**src/rtl/gia_pkg.sv**
```systemverilog
package gia_pkg;
  localparam int GIA_GROUPS   = 18;
  localparam int GIA_LVL_W    = 3;
  localparam int GIA_VEC_LO_W = 16;
  localparam int GIA_ADDR_W   = 6;
  localparam int GIA_DATA_W   = 16;
  localparam int GIA_CLR_BIT  = 7;
  localparam int GIA_VEC_BASE = 32;
  localparam int GIA_ID_ADDR  = 48;

  typedef enum logic [1:0] {
    RK_NONE,
    RK_GROUP,
    RK_VEC,
    RK_ID
  } reg_kind_e;

  function automatic int gid_width(input int n);
    return (n <= 2) ? 1 : $clog2(n);
  endfunction
endpackage

```
**src/rtl/gia_group_regs.sv**
```systemverilog
module gia_group_regs #(
  parameter int NG      = 18,
  parameter int LVL_W   = 3,
  parameter int ADDR_W  = 6,
  parameter int DATA_W  = 16,
  parameter int CLR_BIT = 7
) (
  input  logic                   clk,
  input  logic                   rst_n,
  input  logic [NG-1:0]          irq_in,
  input  logic                   wr_en,
  input  logic [ADDR_W-1:0]      wr_addr,
  input  logic [DATA_W-1:0]      wr_data,
  input  logic [ADDR_W-1:0]      rd_addr,
  output logic [DATA_W-1:0]      rd_data,
  output logic                   rd_hit,
  output logic [NG*LVL_W-1:0]    lvl_flat,
  output logic [NG-1:0]          pend
);
  localparam logic [LVL_W-1:0] LVL_RST = '1;

  logic [NG-1:0] clr_hit;

  for (genvar g = 0; g < NG; g++) begin : g_grp
    logic hit_w;
    assign hit_w      = wr_en && (wr_addr == ADDR_W'(g));
    assign clr_hit[g] = hit_w && wr_data[CLR_BIT];

    always_ff @(posedge clk or negedge rst_n) begin
      if (!rst_n) begin
        lvl_flat[g*LVL_W +: LVL_W] <= LVL_RST;
      end else if (hit_w) begin
        lvl_flat[g*LVL_W +: LVL_W] <= wr_data[LVL_W-1:0];
      end
    end

    AST_PEND_HOLD: assert property (@(posedge clk) disable iff (!rst_n)
      (pend[g] && !clr_hit[g]) |=> pend[g]);
  end

  always_ff @(posedge clk or negedge rst_n) begin
    if (!rst_n) pend <= '0;
    else        pend <= (pend & ~clr_hit) | irq_in;
  end

  always_comb begin
    rd_data = '0;
    rd_hit  = 1'b0;
    for (int g = 0; g < NG; g++) begin
      if (rd_addr == ADDR_W'(g)) begin
        rd_hit                = 1'b1;
        rd_data[LVL_W-1:0]    = lvl_flat[g*LVL_W +: LVL_W];
        rd_data[CLR_BIT]      = pend[g];
      end
    end
  end

  AST_PEND_FROM_REQ: assert property (@(posedge clk) disable iff (!rst_n)
    ((pend & ~$past(pend) & ~$past(irq_in)) == '0));
endmodule

```
**src/rtl/gia_vec_regs.sv**
```systemverilog
module gia_vec_regs #(
  parameter int LVL_W    = 3,
  parameter int VEC_LO_W = 16,
  parameter int ADDR_W   = 6,
  parameter int DATA_W   = 16,
  parameter int VEC_BASE = 32
) (
  input  logic                clk,
  input  logic                rst_n,
  input  logic                wr_en,
  input  logic [ADDR_W-1:0]   wr_addr,
  input  logic [DATA_W-1:0]   wr_data,
  input  logic [LVL_W-1:0]    sel_lvl,
  output logic [VEC_LO_W-1:0] sel_vec,
  input  logic [ADDR_W-1:0]   rd_addr,
  output logic [DATA_W-1:0]   rd_data,
  output logic                rd_hit
);
  localparam int NUM_LVL = 2 ** LVL_W;

  logic [VEC_LO_W-1:0] vec_q [NUM_LVL];

  for (genvar l = 0; l < NUM_LVL; l++) begin : g_vec
    logic hit_w;
    assign hit_w = wr_en && (wr_addr == ADDR_W'(VEC_BASE + l));

    always_ff @(posedge clk or negedge rst_n) begin
      if (!rst_n)     vec_q[l] <= '0;
      else if (hit_w) vec_q[l] <= {wr_data[VEC_LO_W-1:1], 1'b0};
    end
  end

  assign sel_vec = vec_q[sel_lvl];

  always_comb begin
    rd_data = '0;
    rd_hit  = 1'b0;
    for (int l = 0; l < NUM_LVL; l++) begin
      if (rd_addr == ADDR_W'(VEC_BASE + l)) begin
        rd_hit  = 1'b1;
        rd_data = DATA_W'(vec_q[l]);
      end
    end
  end
endmodule

```
**src/rtl/gia_pick.sv**
```systemverilog
module gia_pick #(
  parameter int NG    = 18,
  parameter int LVL_W = 3,
  parameter int GID_W = 5
) (
  input  logic                 clk,
  input  logic                 rst_n,
  input  logic [NG-1:0]        pend,
  input  logic [NG*LVL_W-1:0]  lvl_flat,
  input  logic                 ie,
  input  logic [LVL_W-1:0]     im,
  output logic                 any,
  output logic [GID_W-1:0]     win_grp,
  output logic [LVL_W-1:0]     win_lvl
);
  logic [NG-1:0] elig;

  for (genvar g = 0; g < NG; g++) begin : g_elig
    assign elig[g] = pend[g] && ie && (lvl_flat[g*LVL_W +: LVL_W] < im);
  end

  // Scan from the top index down; "<=" lets a lower index take a tie.
  always_comb begin
    any     = 1'b0;
    win_grp = '0;
    win_lvl = '0;
    for (int g = NG - 1; g >= 0; g--) begin
      if (elig[g] && (!any || lvl_flat[g*LVL_W +: LVL_W] <= win_lvl)) begin
        any     = 1'b1;
        win_grp = GID_W'(g);
        win_lvl = lvl_flat[g*LVL_W +: LVL_W];
      end
    end
  end

  for (genvar g = 0; g < NG; g++) begin : g_chk
    AST_WIN_LOWEST_LVL: assert property (@(posedge clk) disable iff (!rst_n)
      elig[g] |-> (any && lvl_flat[g*LVL_W +: LVL_W] >= win_lvl));
    AST_WIN_TIE_INDEX: assert property (@(posedge clk) disable iff (!rst_n)
      (elig[g] && lvl_flat[g*LVL_W +: LVL_W] == win_lvl) |-> (win_grp <= GID_W'(g)));
  end
endmodule

```
**src/rtl/grp_irq_arbiter.sv**
```systemverilog
module grp_irq_arbiter
  import gia_pkg::*;
#(
  parameter int          NG       = GIA_GROUPS,
  parameter int          LVL_W    = GIA_LVL_W,
  parameter int          VEC_LO_W = GIA_VEC_LO_W,
  parameter int          ADDR_W   = GIA_ADDR_W,
  parameter int          DATA_W   = GIA_DATA_W,
  parameter int          CLR_BIT  = GIA_CLR_BIT,
  parameter int          VEC_BASE = GIA_VEC_BASE,
  parameter int          ID_ADDR  = GIA_ID_ADDR,
  parameter logic [15:0] VEC_HI   = 16'h4000,
  localparam int         GID_W    = gid_width(NG)
) (
  input  logic                  clk,
  input  logic                  rst_n,
  input  logic [NG-1:0]         irq_in,
  input  logic                  psw_ie,
  input  logic [LVL_W-1:0]      psw_im,
  input  logic                  cfg_we,
  input  logic [ADDR_W-1:0]     cfg_addr,
  input  logic [DATA_W-1:0]     cfg_wdata,
  input  logic [ADDR_W-1:0]     cfg_raddr,
  output logic [DATA_W-1:0]     cfg_rdata,
  output logic                  req_valid,
  input  logic                  req_ready,
  output logic [LVL_W-1:0]      req_level,
  output logic [GID_W-1:0]      req_group,
  output logic [16+VEC_LO_W-1:0] req_vector
);
  localparam logic [GID_W-1:0] NONE_ID = '1;

  logic [NG*LVL_W-1:0] lvl_flat;
  logic [NG-1:0]       pend;
  logic                any;
  logic [GID_W-1:0]    win_grp;
  logic [LVL_W-1:0]    win_lvl;
  logic [VEC_LO_W-1:0] sel_vec;
  logic [DATA_W-1:0]   grp_rd, vec_rd;
  logic                grp_hit, vec_hit;
  logic [GID_W-1:0]    id_q;
  logic                xfer;
  reg_kind_e           rkind;

  gia_group_regs #(
    .NG(NG), .LVL_W(LVL_W), .ADDR_W(ADDR_W), .DATA_W(DATA_W), .CLR_BIT(CLR_BIT)
  ) u_grp (
    .clk(clk), .rst_n(rst_n), .irq_in(irq_in),
    .wr_en(cfg_we), .wr_addr(cfg_addr), .wr_data(cfg_wdata),
    .rd_addr(cfg_raddr), .rd_data(grp_rd), .rd_hit(grp_hit),
    .lvl_flat(lvl_flat), .pend(pend)
  );

  gia_vec_regs #(
    .LVL_W(LVL_W), .VEC_LO_W(VEC_LO_W), .ADDR_W(ADDR_W), .DATA_W(DATA_W),
    .VEC_BASE(VEC_BASE)
  ) u_vec (
    .clk(clk), .rst_n(rst_n),
    .wr_en(cfg_we), .wr_addr(cfg_addr), .wr_data(cfg_wdata),
    .sel_lvl(win_lvl), .sel_vec(sel_vec),
    .rd_addr(cfg_raddr), .rd_data(vec_rd), .rd_hit(vec_hit)
  );

  gia_pick #(
    .NG(NG), .LVL_W(LVL_W), .GID_W(GID_W)
  ) u_pick (
    .clk(clk), .rst_n(rst_n), .pend(pend), .lvl_flat(lvl_flat),
    .ie(psw_ie), .im(psw_im),
    .any(any), .win_grp(win_grp), .win_lvl(win_lvl)
  );

  assign xfer = req_valid && req_ready;

  // Output stage: hold while offered, drop for one cycle after a transfer.
  always_ff @(posedge clk or negedge rst_n) begin
    if (!rst_n) begin
      req_valid  <= 1'b0;
      req_level  <= '0;
      req_group  <= '0;
      req_vector <= '0;
    end else if (req_valid) begin
      if (req_ready) req_valid <= 1'b0;
    end else if (any) begin
      req_valid  <= 1'b1;
      req_level  <= win_lvl;
      req_group  <= win_grp;
      req_vector <= {VEC_HI, sel_vec[VEC_LO_W-1:1], 1'b0};
    end
  end

  always_ff @(posedge clk or negedge rst_n) begin
    if (!rst_n)    id_q <= NONE_ID;
    else if (xfer) id_q <= req_group;
  end

  always_comb begin
    if (grp_hit)                           rkind = RK_GROUP;
    else if (vec_hit)                      rkind = RK_VEC;
    else if (cfg_raddr == ADDR_W'(ID_ADDR)) rkind = RK_ID;
    else                                   rkind = RK_NONE;
  end

  always_comb begin
    unique case (rkind)
      RK_GROUP: cfg_rdata = grp_rd;
      RK_VEC:   cfg_rdata = vec_rd;
      RK_ID:    cfg_rdata = DATA_W'(id_q);
      default:  cfg_rdata = '0;
    endcase
  end

  AST_HOLD_STABLE: assert property (@(posedge clk) disable iff (!rst_n)
    (req_valid && !req_ready) |=> (req_valid && $stable(req_level) && $stable(req_group) && $stable(req_vector)));
  AST_BUBBLE: assert property (@(posedge clk) disable iff (!rst_n)
    xfer |=> !req_valid);
  AST_GATE: assert property (@(posedge clk) disable iff (!rst_n)
    $rose(req_valid) |-> ($past(psw_ie) && (req_level < $past(psw_im))));
  AST_ID_LOAD: assert property (@(posedge clk) disable iff (!rst_n)
    xfer |=> (id_q == $past(req_group)));
endmodule

```
**config.mk**
```make
export PLATFORM = sky130hd
export DESIGN_NAME = grp_irq_arbiter
export DESIGN_NICKNAME = d
export VERILOG_FILES = /design/src/rtl/gia_pkg.sv /design/src/rtl/gia_group_regs.sv /design/src/rtl/gia_vec_regs.sv /design/src/rtl/gia_pick.sv /design/src/rtl/grp_irq_arbiter.sv
export SDC_FILE = /design/constraint.sdc
export NUM_CORES = 1
export LEC_CHECK = 0
export BUFFER_PORTS_ARGS = -buffer_cell sky130_fd_sc_hd__buf_4
export CAP_MARGIN = 40
export CORE_MARGIN = 2
export CORE_UTILIZATION = 35
export CTS_CLUSTER_SIZE = 40
export DETAILED_ROUTE_END_ITERATION = 8
export GPL_TIMING_DRIVEN = 0
export SETUP_SLACK_MARGIN = 0.05
export SYNTH_ARGS = -nofsm -noshare
export SYNTH_HDL_FRONTEND = slang
export SYNTH_SLANG_ARGS = --single-unit
```
**constraint.sdc**
```tcl
create_clock -name clk -period 25 [get_ports clk]
set_input_delay 7.5 -clock clk [delete_from_list [all_inputs] [get_ports clk]]
set_output_delay 7.5 -clock clk [all_outputs]
set_load 0.02 [all_outputs]
```
# Word level (Yosys, flattened, before mapping)
# Index checks and enable logic that the tools add are counted.
# totals
regBits	222
inputBits	54
out_inout_bits	57
elab_cells	396
# classes
n_lt_le_gt_ge	36
n_eq_ne	54
n_mux	134
bitwise_logic	5
reduce_logical	135
# op_table
cell	n
16-bit 2-to-1 mux	10
3-bit 2-to-1 mux	36
6-bit == test (second input constant)	17
1-bit logical AND	98
6-bit by 4-bit == test with 1-bit output (second input constant)	16
5-bit 2-to-1 mux	18
1-bit 2-to-1 mux	65
3-bit less-than comparator	18
3-bit <= comparator	17
16-bit binary-select mux with 3-bit select	1
6-bit by 3-bit == test with 1-bit output (second input constant)	8
16-bit case mux with 3 select lines	1
6-bit by 2-bit == test with 1-bit output (second input constant)	4
6-bit by 5-bit == test with 1-bit output (second input constant)	4
18-bit bitwise AND	1
18-bit NOT	1
18-bit bitwise OR	1
1-bit zero test	17
1-bit logical OR	17
6-bit by 1-bit == test with 1-bit output (second input constant)	2
6-bit zero test	2
2-bit 2-to-1 mux	3
2-bit == test (second input constant)	2
4-bit >= comparator (second input constant)	1
4 further kinds	4

# Depth between registers and ports, before layout
# logic_depth
depth_word	75
depth_mapped	150
mapped_depth_nobuf	146

# Hierarchy
# A second synthesis with hierarchy kept.
# hier_totals
hier_cells	1441
area_unflattened_um2	15725.1
# by_module_without_submodules
module	n_inst	cells_per_inst	area_per_inst_um2	seq_area_each_um2
gia_vec_regs	1	479	6538.8	3002.9
gia_group_regs	1	365	3995.1	1869.3
gia_pick	1	486	3713.6	0.0
grp_irq_arbiter	1	111	1477.7	757.0

# Worst setup path before layout
# Ideal clock, no wire load.
# synth_path
path_kind	input-to-reg
startpoint	in psw_im[2]
endpoint	reg req_vector[11]
setup_ns	0.135
arrival_ns	31.116
required_ns	24.865
path_slack_ns	-6.250
path_stages	141
path_buffers	4
cell_sequence	inv_1 > ha_1 > and2_0 > a311oi_1 > nand2_1 > ha_1 > a211o_1 > a21oi_1 > a2bb2oi_1 > ha_1 > nor2b_1 > o21ai_0 > a221oi_4 > or2_2 > a21o_1 > ha_1 > nor2b_1 > o21ai_0 > [... 105 more ...] > ha_1 > nor2b_1 > o21ai_0 > nand2b_1 > a31oi_1 > nor3_2 > or2_2 > ha_1 > a21oi_1 > a31oi_1 > a21oi_1 > nor3_1 > a221o_2 > nor2_8 > buf_6 > mux2_2 > a32oi_1 > nand4_1
# synth_between
elab_chain_cells	75
elab_cells_between_ends	145
cone_classes	order compare (35); mux (39); bitwise (1); reduce/logical (70)
# synth_rtl
element	line	text
start, declared	grp_irq_arbiter.sv:19	input logic [LVL_W-1:0] psw_im,
3-bit less-than comparator	gia_pick.sv:19	assign elig[g] = pend[g] && ie && (lvl_flat[g*LVL_W +: LVL_W] < im);
1-bit logical AND	gia_pick.sv:19	
3-bit 2-to-1 mux / 1-bit 2-to-1 mux (equally long branches)	gia_pick.sv:28	if (elig[g] && (!any || lvl_flat[g*LVL_W +: LVL_W] <= win_lvl)) begin
3-bit <= comparator / 1-bit zero test (equally long branches)	gia_pick.sv:28	
1-bit logical OR	gia_pick.sv:28	
1-bit logical AND	gia_pick.sv:28	
3-bit 2-to-1 mux / 1-bit 2-to-1 mux (equally long branches)	gia_pick.sv:28	
3-bit <= comparator / 1-bit zero test (equally long branches)	gia_pick.sv:28	
[... 58 more ...]	n/a	
3-bit 2-to-1 mux / 1-bit 2-to-1 mux (equally long branches)	gia_pick.sv:28	
3-bit <= comparator / 1-bit zero test (equally long branches)	gia_pick.sv:28	
1-bit logical OR	gia_pick.sv:28	
1-bit logical AND	gia_pick.sv:28	
3-bit 2-to-1 mux	gia_pick.sv:28	
3-bit NOT with 4-bit output (not written as such)	gia_vec_regs.sv:33	assign sel_vec = vec_q[sel_lvl];
16-bit binary-select mux with 3-bit select	gia_vec_regs.sv:33	
16-bit 2-to-1 mux (not written as such) (2 in series)	gia_vec_regs.sv:33	
end signal, assigned	grp_irq_arbiter.sv:87	req_vector <= {VEC_HI, sel_vec[VEC_LO_W-1:1], 1'b0};
end, declared	grp_irq_arbiter.sv:29	output logic [16+VEC_LO_W-1:0] req_vector
# Several ways; a longest one is shown, not always the timed one. The select of a mux whose other input is x is not followed.
# A chain may end at the register's enable or synchronous reset.

# Worst setup path in the final report
# layout_path
startpoint	in psw_im[2]
endpoint	reg req_vector[7]
# Same word-level chain as after synthesis.

==> results.sh <==
export IMPL_power_density_nw_per_um2=149
export IMPL_synth_flop_cell="dfrtp_1"
export IMPL_clk_pin_slew_worst_paths_ns=0.06
export IMPL_combPwrFrac_pct=70.2
export IMPL_synth_yosys_warnings=0
export IMPL_violations="negative setup slack"
export IMPL_ctsHoldBuffers=0
export IMPL_drive_gt1_share_pct=45.8
export IMPL_io_buffers=88
export IMPL_grt_overflow=0
export IMPL_row_count=76
export IMPL_syn_area_um2=15300
export IMPL_post_dp_cell_area_um2=17100
export IMPL_drt_wl_total_um=61400
export IMPL_min_path_type="reg -> reg"
export IMPL_cp_max_fo=10
export IMPL_areaGrowthSynthToFinish_pct=36.0
export IMPL_fin_nets=1958
export IMPL_drv_cap=0
export IMPL_hold_ws_ns=0.468
export IMPL_synth_edf_count=0
export IMPL_vias=14600
export IMPL_pwr_share_seq_pct=15.8
export IMPL_reg2reg_slack_ns=-0.39
export IMPL_die_x_um=213
export IMPL_dp_cells=2186
export IMPL_clockBufferDepth=3
export IMPL_intPower_mw=1.72
export IMPL_coreArea_um2=43200
export IMPL_synthCells=1485
export IMPL_layout_setup_ws_ns=-6.97
export IMPL_clkPwrFrac_pct=14.1
export IMPL_clock_latency_ns=0.59
export IMPL_outcome="finished, violations left"
export IMPL_cts_sinks=222
export IMPL_grt_max_degree=114
export IMPL_fp_dieH_um=213
export IMPL_syn_area_per_cell_um2=10.3
export IMPL_fmax_mhz=31.3
export IMPL_post_place_ws_ns=-9.66
export IMPL_fin_cells=2423
export IMPL_setup_viol=23
export IMPL_tritoncts="done"
export IMPL_period_needed_ns=31.97
export IMPL_clock_skew_ns=0.0234
export IMPL_drt_first_pass_iters=5
export IMPL_grt_pass1_vias=14800
export IMPL_cts_root_buffer="clkbuf_16"
export IMPL_place_congestion=0.972
export IMPL_max_stage_delay_ns=0.41
export IMPL_switchingPower_mw=1.38
export IMPL_critPathKind="in -> reg"
export IMPL_antenna_found_initial=0
export IMPL_arrival_ns=32.41
export IMPL_post_drt_wl_per_cell_um=25.4
export IMPL_fin_crit_sh_pct=128
export IMPL_power_mw=3.10
export IMPL_slew_headroom_pct=30.7
export IMPL_ant_nets=0
export IMPL_fillers=3950
export IMPL_synthArstFlopShare_pct=100
export IMPL_sw_frac_of_total_pct=44.6
export IMPL_cellLeakagePower_nw=8.94
export IMPL_vias_per_cell=6.04
export IMPL_initial_core_util_pct=35.5
export IMPL_io_pins=111
export IMPL_grtUsageTotal_pct=26.7
export IMPL_dieArea_um2=45500
export IMPL_cp_end_kind="register"
export IMPL_grt_first_pass_wirelength_um=91500
export IMPL_critPathRequiredTime_ns=25.44
export IMPL_htree_levels=1
export IMPL_rsz0062_at_grt="true"
export IMPL_ys_seq_area_share_pct=36.7
export IMPL_cpMostUsedCell="buf_4"
export IMPL_ys_ff_latch=222
export IMPL_cts_buffers=27
export IMPL_tightest_slew_ns=1.04
export IMPL_ys_types=102
export IMPL_fin_area_um2=20800
export IMPL_max_vdd_ir_drop_v=0.000117
export IMPL_post_dp_hpwl_um=40400
export IMPL_finalHoldViolations=0
export IMPL_crit_slowest_cell="a311oi_4"
export IMPL_startpoint_type="primary input"
export IMPL_dr_first_iter_drc_count=1607
export IMPL_drc_errors=0
export IMPL_maxSlewViolCount=0
[through the flow]
| stage | util (%) | setup TNS (ns) |
|---|---|---|
| after floorplan | - | -108.61 |
| after global placement | 39.2 | -206.89 |
| after detailed placement | 39.6 | -209.93 |
| after CTS | 47.3 | -119.46 |
| after global routing | 48.3 | -169.85 |
| final | 48.3 | -151.62 |
[sequential cells by signal, summed over array words and instances (netlist names)]
signal	cells
id_q	5
req_group	5
req_level	3
req_valid	1
req_vector	16
u_grp.lvl_flat	54
u_grp.pend	18
u_vec.vec_q	120
[layout make-up]
type / instances / area (um2) / share of cell area [%]
Tap cell: 585 / 732 / 3.51
Sequential cell: 222 / 5630 / 27.0
Multi-Input combinational cell: 1124 / 10200 / 48.9
Clock inverter: 15 / 223 / 1.07
Buffer: 92 / 619 / 2.97
Antenna cell: 1 / 2.50 / 0.0120
Timing Repair Buffer: 288 / 2450 / 11.8
Clock buffer: 34 / 742 / 3.56
Inverter: 62 / 243 / 1.17
[layout by cell type (no fill, tap or decap), drive strengths merged, types with 16 or more instances in the layout]
cell and count:
nand3 42, o21ai 108, nor2b 24, nor3 18, dfstp 59, a21o 20
o21a 39, a21oi 28, mux2 197, nor3b 40, buf 333, a221oi 24
inv 62, nand2 105, nand4 18, dfrtp 163, ha 87, a32oi 28
clkbuf 81, o22ai 23, conb 16, nand2b 25, o211ai 32, nor2 65
mux4 16
[power groups by stage]
stage / sequential [mW] / combinational, mW / clock (mW)
global route: 0.493 / 2.28 / 0.456
global placement: 0.484 / 1.30 / 0
detailed placement: 0.486 / 1.32 / 0
CTS: 0.484 / 2.00 / 0.441
finish: 0.489 / 2.18 / 0.437
floorplan: 0.475 / 0.899 / 0
[worst paths after layout]
kind / start / to / depth (start not counted)
hold / removal: req_vector[30] / req_vector[30] / 1
hold reg to reg: req_vector[30] / req_vector[30] / 1
setup / recovery: psw_im[2] / req_vector[7] / 147
setup reg to reg: u_grp.lvl_flat[53] / req_vector[7] / 145
min in group asynchronous: rst_n / u_grp.pend[9] / 1
max in group asynchronous: rst_n / u_vec.vec_q[10] / 3
[Yosys cell counts, types with 16 or more instances]
library cell / count / area (um2)
nor2_1: 62 / 233
a221oi_1: 22 / 193
mux2_2: 193 / 2170
nor3_1: 16 / 80.1
dfstp_2: 59 / 1550
o21ai_0: 98 / 490
a21o_1: 20 / 150
nand2_1: 105 / 394
a21oi_1: 24 / 120
nand2b_1: 25 / 156
nor3b_1: 40 / 300
o211ai_1: 29 / 218
dfrtp_1: 163 / 4080
o21a_1: 39 / 293
inv_1: 62 / 233
buf_4: 23 / 173
nand3_1: 41 / 205
mux4_2: 16 / 360
ha_1: 87 / 1090
nor2b_1: 24 / 150
nand4_1: 17 / 106
clkbuf_1: 47 / 176
o22ai_1: 22 / 138
a32oi_1: 28 / 245
[repair_timing]
| action | in CTS | in global routing |
|---|---|---|
| hold endpoints to repair | 0 | 0 |
| resized for setup | 192 | 42 |
| setup buffers | 163 | 24 |
| cloned | 4 | 0 |
| pin swaps | 111 | 65 |
| setup endpoints to repair | 23 | 23 |
[per-layer routing]
metal	GRT usage (%)	routed length, um
met5	0	0
met4	13.1	3280
met3	4.94	5290
met2	43.4	28600
met1	34.2	24200
[cells by family after synthesis]
family,count (synthesis),synth area share [%]
compound gates,409,19.9
simple gates,388,13.8
mux,224,17.5
flops,222,36.7
buf+inv,154,4.86
fa+ha+maj,87,7.10
other cells,1,0.0245
[worst max-delay path, delay by kind of cell]
| family | cells | cell delay [ns] |
|---|---|---|
| buf+inv | 47 | 5.88 |
| mux | 3 | 0.83 |
| compound gates | 57 | 10.96 |
| simple gates | 25 | 3.17 |
| fa+ha+maj | 15 | 3.98 |
(Power assumes the default switching activity.)
